**config.mk**
```make
export PLATFORM = sky130hd
export DESIGN_NAME = sp_unit
export DESIGN_NICKNAME = d
export VERILOG_FILES = /design/src/rtl/sp_pkg.sv /design/src/rtl/sp_seq.sv /design/src/rtl/sp_arith.sv /design/src/rtl/sp_flag.sv /design/src/rtl/sp_unit.sv
export SDC_FILE = /design/constraint.sdc
export NUM_CORES = 1
export LEC_CHECK = 0
export CAP_MARGIN = 20
export CORE_MARGIN = 3
export CORE_UTILIZATION = 35
export DETAILED_ROUTE_END_ITERATION = 12
export PLACE_DENSITY = 0.8
export SYNTH_ARGS = -nofsm -noshare
export SYNTH_HDL_FRONTEND = slang
export SYNTH_SLANG_ARGS = --single-unit
```
**constraint.sdc**
```tcl
create_clock -name clk -period 4 [get_ports clk]
set_clock_uncertainty 0.1 [all_clocks]
set_input_delay 0.8 -clock clk [delete_from_list [all_inputs] [get_ports clk]]
set_output_delay 0.8 -clock clk [all_outputs]
set_load 0.05 [all_outputs]
```
**src/rtl/sp_pkg.sv**
```systemverilog
// Shared types for the stack pointer unit.
// Assumes: nothing beyond the standard types.
package sp_pkg;

    // Direction the pointer moves this cycle
    typedef enum logic [1:0] {
        STEP_NONE = 2'd0,
        STEP_DOWN = 2'd1,
        STEP_UP   = 2'd2
    } sp_step_e;

    // Stack requests sampled in one cycle
    typedef struct packed {
        logic push_b;
        logic pop_b;
        logic push_a;
        logic pop_a;
    } sp_req_t;

endpackage

```
**src/rtl/sp_seq.sv**
```systemverilog
// Stack operation sequencer: turns strobes into one pointer step per cycle.
// A multi-byte address transfer keeps stepping in the same direction for
// ADDR_BYTES cycles. An I/O takeover cancels everything.
// Assumes: ADDR_BYTES >= 2; strobes arriving while busy are dropped.
module sp_seq
    import sp_pkg::*;
#(
    parameter int ADDR_BYTES = 2
) (
    input  logic     clk,
    input  logic     rst_n,
    input  sp_req_t  req,
    input  logic     io_take,
    output sp_step_e step,
    output logic     busy
);
    localparam int CW = (ADDR_BYTES > 2) ? $clog2(ADDR_BYTES) : 1;
    localparam logic [CW-1:0] FOLLOW = CW'(ADDR_BYTES - 1);

    logic [CW-1:0] left_q, left_d;
    logic          up_q, up_d;

    assign busy = (left_q != '0);

    // Pick this cycle's step and the remaining byte count
    always_comb begin
        step   = STEP_NONE;
        left_d = left_q;
        up_d   = up_q;
        if (io_take) begin
            left_d = '0;
        end else if (busy) begin
            step   = up_q ? STEP_UP : STEP_DOWN;
            left_d = left_q - 1'b1;
        end else if (req.push_b) begin
            step = STEP_DOWN;
        end else if (req.pop_b) begin
            step = STEP_UP;
        end else if (req.push_a) begin
            step   = STEP_DOWN;
            left_d = FOLLOW;
            up_d   = 1'b0;
        end else if (req.pop_a) begin
            step   = STEP_UP;
            left_d = FOLLOW;
            up_d   = 1'b1;
        end
    end

    // Hold the remaining byte count and direction
    always_ff @(posedge clk) begin
        if (!rst_n) begin
            left_q <= '0;
            up_q   <= 1'b0;
        end else begin
            left_q <= left_d;
            up_q   <= up_d;
        end
    end

endmodule

```
**src/rtl/sp_arith.sv**
```systemverilog
// Pointer arithmetic: next value, byte address and range events for a step.
// The write address is the pointer itself (write, then decrement). The read
// address is the pointer plus one (increment, then read).
// Assumes: step is one of the three encoded values.
module sp_arith
    import sp_pkg::*;
#(
    parameter int SP_W  = 8,
    parameter int FLOOR = 'h60
) (
    input  logic [SP_W-1:0] sp,
    input  sp_step_e        step,
    output logic [SP_W-1:0] sp_next,
    output logic [SP_W-1:0] mem_addr,
    output logic            wrap,
    output logic            low
);
    localparam logic [SP_W-1:0] FLOOR_V = SP_W'(FLOOR);
    localparam logic [SP_W-1:0] TOP_V   = {SP_W{1'b1}};

    logic [SP_W-1:0] sp_up, sp_dn;

    assign sp_up = sp + 1'b1;
    assign sp_dn = sp - 1'b1;

    // Select next pointer, address and events from the step direction
    always_comb begin
        sp_next  = sp;
        mem_addr = sp;
        wrap     = 1'b0;
        low      = 1'b0;
        case (step)
            STEP_DOWN: begin
                sp_next  = sp_dn;
                mem_addr = sp;
                wrap     = (sp == '0);
                low      = (sp <= FLOOR_V);
            end
            STEP_UP: begin
                sp_next  = sp_up;
                mem_addr = sp_up;
                wrap     = (sp == TOP_V);
            end
            default: ;
        endcase
    end

endmodule

```
**src/rtl/sp_flag.sv**
```systemverilog
// Sticky range flag: set by a push at or below the floor or by any wrap,
// cleared when software reloads the pointer.
// Assumes: low is only meaningful for downward steps.
module sp_flag
    import sp_pkg::*;
(
    input  logic     clk,
    input  logic     rst_n,
    input  logic     io_take,
    input  sp_step_e step,
    input  logic     wrap,
    input  logic     low,
    output logic     flag
);
    logic hit;

    assign hit = ((step == STEP_DOWN) && (low || wrap)) ||
                 ((step == STEP_UP) && wrap);

    // Set on a range event, clear on an I/O reload
    always_ff @(posedge clk) begin
        if (!rst_n)       flag <= 1'b0;
        else if (io_take) flag <= 1'b0;
        else if (hit)     flag <= 1'b1;
    end

endmodule

```
**src/rtl/sp_unit.sv**
```systemverilog
// Stack pointer update unit: holds the pointer, steps it per stack request,
// drives the stack byte address and strobes, and exposes the pointer as an
// I/O register.
// Assumes: at most one stack strobe per cycle by convention (priority
// resolves violations); the data memory samples mem_addr_o with the strobes.
module sp_unit
    import sp_pkg::*;
#(
    parameter int SP_W       = 8,
    parameter int IO_AW      = 6,
    parameter int IO_SP_ADDR = 'h3D,
    parameter int FLOOR      = 'h60,
    parameter int ADDR_BYTES = 2
) (
    input  logic             clk,
    input  logic             rst_n,
    input  logic             push_byte_i,
    input  logic             pop_byte_i,
    input  logic             push_addr_i,
    input  logic             pop_addr_i,
    input  logic [IO_AW-1:0] io_addr_i,
    input  logic             io_wr_i,
    input  logic             io_rd_i,
    input  logic [SP_W-1:0]  io_wdata_i,
    output logic [SP_W-1:0]  io_rdata_o,
    output logic [SP_W-1:0]  sp_o,
    output logic [SP_W-1:0]  mem_addr_o,
    output logic             mem_we_o,
    output logic             mem_re_o,
    output logic             busy_o,
    output logic             range_err_o
);
    localparam logic [IO_AW-1:0] SP_SEL = IO_AW'(IO_SP_ADDR);

    sp_req_t         req;
    sp_step_e        step;
    logic            io_take;
    logic [SP_W-1:0] sp_q, sp_next;
    logic            wrap, low;

    assign req     = '{push_b: push_byte_i, pop_b: pop_byte_i,
                       push_a: push_addr_i, pop_a: pop_addr_i};
    assign io_take = io_wr_i && (io_addr_i == SP_SEL);

    sp_seq #(.ADDR_BYTES(ADDR_BYTES)) u_seq (
        .clk     (clk),
        .rst_n   (rst_n),
        .req     (req),
        .io_take (io_take),
        .step    (step),
        .busy    (busy_o)
    );

    sp_arith #(.SP_W(SP_W), .FLOOR(FLOOR)) u_arith (
        .sp       (sp_q),
        .step     (step),
        .sp_next  (sp_next),
        .mem_addr (mem_addr_o),
        .wrap     (wrap),
        .low      (low)
    );

    sp_flag u_flag (
        .clk     (clk),
        .rst_n   (rst_n),
        .io_take (io_take),
        .step    (step),
        .wrap    (wrap),
        .low     (low),
        .flag    (range_err_o)
    );

    // Pointer register: I/O load first, then stack step
    always_ff @(posedge clk) begin
        if (!rst_n)                  sp_q <= '0;
        else if (io_take)            sp_q <= io_wdata_i;
        else if (step != STEP_NONE)  sp_q <= sp_next;
    end

    assign sp_o       = sp_q;
    assign mem_we_o   = (step == STEP_DOWN);
    assign mem_re_o   = (step == STEP_UP);
    assign io_rdata_o = (io_rd_i && (io_addr_i == SP_SEL)) ? sp_q : '0;

endmodule

```
==> results by group <==
Place
  – PortBufs: 49
  – Placement-stage worst setup slack: 38.9 ps
  – HPWL Detailed: 2380 um
  – RD Place Congestion: 0.884

Worst setup path
  – RR Startpoint: u_seq.busy$_SDFF_PP0_
  – Critical path class: in2out
  – Max stage delay on crit path: 520 ps
  – RR Endpoint: u_flag.flag$_SDFFE_PP0P_
  – Worst-path cell chain: clkdlybuf4s50_1, nor2b_1, o21ai_0, nand2_1, nand2_1, inv_1, ha_4, buf_4, nand4_1, nor2_2, xor2_2, buf_12
  – Crit path depth: 12
  – CP arrival: 2970 ps
  – Crit Path Max Fanout: 9
  – Reg2Reg Setup Slack: 1690 ps
  – Buf/Inv on CP: 4
  – CP max-delay cell: clkdlybuf4s50_1
  – Worst setup path startpoint: pop_addr_i
  – Worst EP required: 3100 ps
  – Worst Setup Start Kind: primary input
  – CP endpoint: mem_addr_o[6]
  – CP delay by family, top: buffers and inverters
  – Crit. End Element: output pin
  – Most frequent CP cell: nand2_1
  – Reg2reg path depth: 12

Cells and area
  – Final #Nets: 200
  – Layout cells sized above 1: 21.6%
  – Area Overhead vs Synth: 68.5%
  – Fillers: 241
  – Antenna cells: 0

Timing
  – Fin Setup TNS: 0 ps
  – Hold slack: 463 ps
  – Final setup fails: 0
  – Slew margin rel.: 66.2%
  – Fmax: 0.259 GHz
  – Hold Vio Cnt, Final: 0
  – Slew @ Worst Pin: 506 ps
  – Min cycle time layout: 3870 ps
  – Final worst setup slack: 135 ps
  – Final max-slew violation count: 0
  – Crit share post-route: 96.6%

Clock network
  – Clk pin slew, worst setup/hold paths: 80 ps
  – CTS tree: built
  – Clock root buffer: clkbuf_4
  – Maximum buffer depth of the clock tree: 2
  – Total CTS buffers: 3
  – CTS sink count: 11
  – H-tree depth: 1
  – Clk_lat worst skew: 280 ps
  – Cts hold-fix bufs: 0

Yosys
  – Synth Area in Simple Gates: 27.5%
  – Post-synth top area cell: dfxtp_1
  – Avg Cell Area, Syn: 8.36 um^2
  – Most used DFF post-synth: dfxtp_1
  – Synth cell count leaders: dfxtp_1 (11), a21oi_1 (10), nand2_1 (10), xnor2_1 (10), o21ai_0 (8)
  – Synth unique cells: 38
  – Post-Syn Area: 986 um^2
  – Syn Inst Count: 118
  – Adder-cell share of the synthesized area: 7.61%
  – Largest family of logic cells by synthesized area: simple AND/OR/NAND/NOR gates
  – Fraction of registers with async set/reset: 0%
  – #FFs+latches synth: 11
  – Synth Warn #: 0
  – Compound-cell area share of the yosys netlist: 18.3%
  – Top cells by area, synth: dfxtp_1 (22%), xnor2_1 (8.9%), ha_1 (7.6%)
  – Synth Net Count: 146
  – Synth top area share: 22.3%
  – Post-synthesis xor/xnor area fraction: 12.4%
  – Sequential fraction of the synthesis area: 22.3%
  – Post-synthesis mux area share: 0%
  – Most frequent cell after synthesis: dfxtp_1
  – Post-synth EDFFs: 0

Floorplan
  – Die area: 0.00349 mm^2
  – Core Box Area: 0.00257 mm^2
  – IO Pins: 50
  – Die height: 59.1 um
  – Die width: 59.1 um
  – Initial core utilization: 38.4%
  – Cell row count: 18

Power and ir drop
  – VDD IR max: 0.400 mV
  – Pwr per Cell Area: 485 mW/mm^2
  – Total design power: 0.000807 W
  – Leak Pwr: 0.687 nW

Drt
  – Detailed-route via count: 1064
  – ANT nets after route: 0
  – DR vias/cell: 5.29
  – Post-route DRC: 0
  – DRT Pass-1 Iters: 4
  – Wire per inst: 14.6 um
  – Violation count after the first detailed-routing iteration: 20
  – Routed wire length: 2940 um

Global route
  – Initial antenna violation count: 0
  – First-pass GRT wire length: 4650 um
  – Largest net degree at the start of global routing: 19
  – Total congestion overflow: 0
  – GR Util All Layers: 17.3%
  – Vias in the first global route: 1064

Status
  – Status: finished, final reports clean

Flow run
  – Max_cap viols: 0

Hold path
  – Hold WC Path Type: reg2reg
-- area by class of cell --
type | instances | area [um^2] | share of cell area, %
multi-input combinational | 94 | 727 | 43.8
tap | 30 | 37.5 | 2.26
sequential | 11 | 220 | 13.3
timing repair buffer | 56 | 628 | 37.8
clock buffer | 4 | 26.3 | 1.58
inverter | 6 | 22.5 | 1.36
-- state kept, by name, indices dropped and copies added, names as in the netlist --
register     cells
u_flag.flag      1
u_seq.up_q       1
sp_o             8
u_seq.busy       1
-- logic make-up (layout without fill, tap and decap cells) --
logic type,count (synthesis),count (layout)
AO/OA/AOI/OAI,29,29
XOR/XNOR,14,14
AND/OR/NAND/NOR,45,45
buffers and inverters,13,66
flip-flops,11,11
adder cells (fa/ha/maj),6,6
-- through the flow --
stage / util (%) / cell area, um^2 / std cells
after floorplan: - / 1040 / 118
after detailed placement: 62.8 / 1610 / 197
after global placement: 62.8 / 1610 / 197
after CTS: 63.8 / 1640 / 201
after global routing: 64.7 / 1660 / 201
final: 64.7 / 1660 / 201
-- metal layers --
| metal | global-route usage, % | vias to the layer above | part of all wire [%] |
|---|---|---|---|
| li1 | - | 517 | - |
| met1 | 21.1 | 481 | 41 |
| met2 | 28.7 | 55 | 46 |
| met3 | 3.27 | 11 | 9.9 |
| met4 | 8.74 | 0 | 3.0 |
| met5 | 0 | - | 0 |
-- timing repair --
item / 4_1_cts / 5_1_grt
gates resized for setup: 0 / 5
endpoints found under the setup margin: 0 / 4
setup buffers: 0 / 0
-- worst min-delay path: cells and delay by family, from the launching register on --
family / cells / cell delay [ps]
AOI/OAI and AO/OA: 2 / 200
DFF: 1 / 320
-- worst min path at each step --
| stage | cells after the start | endpoint | start | slack (ps) |
|---|---|---|---|---|
| final | 2 | u_seq.up_q$_SDFFE_PN0P_ | u_seq.up_q$_SDFFE_PN0P_ | 460 |
| after global routing | 2 | u_seq.up_q$_SDFFE_PN0P_ | u_seq.up_q$_SDFFE_PN0P_ | 470 |
| after CTS | 2 | u_seq.up_q$_SDFFE_PN0P_ | u_seq.up_q$_SDFFE_PN0P_ | 460 |
| after detailed placement | 2 | u_seq.up_q$_SDFFE_PN0P_ | u_seq.up_q$_SDFFE_PN0P_ | 450 |
| after global placement | 2 | u_seq.up_q$_SDFFE_PN0P_ | u_seq.up_q$_SDFFE_PN0P_ | 430 |
| after floorplan | 2 | u_seq.up_q$_SDFFE_PN0P_ | u_seq.up_q$_SDFFE_PN0P_ | 420 |
-- power breakdown --
group          switching (W)  total [W]  internal (W)
combinational       0.000290   0.000529      0.000238
clock              0.0000399  0.0000786     0.0000386
sequential         0.0000647   0.000199      0.000135
-- cells in the final DEF, fill, tap and decap left out, types with 2 or more instances in the layout --
cell              n
a211oi_1          4
a21oi_1          10
and3_1            7
buf_12            9
buf_4             9
clkbuf_4          3
clkdlybuf4s50_1  38
dfxtp_1          11
ha_1              5
inv_1             6
nand2_1          10
nand2b_1          2
nand4_1           2
nor2_1            5
nor3_1            3
o21ai_0           7
xnor2_1           8
xnor2_2           2
xor2_1            2
(Power assumes the default switching activity.)
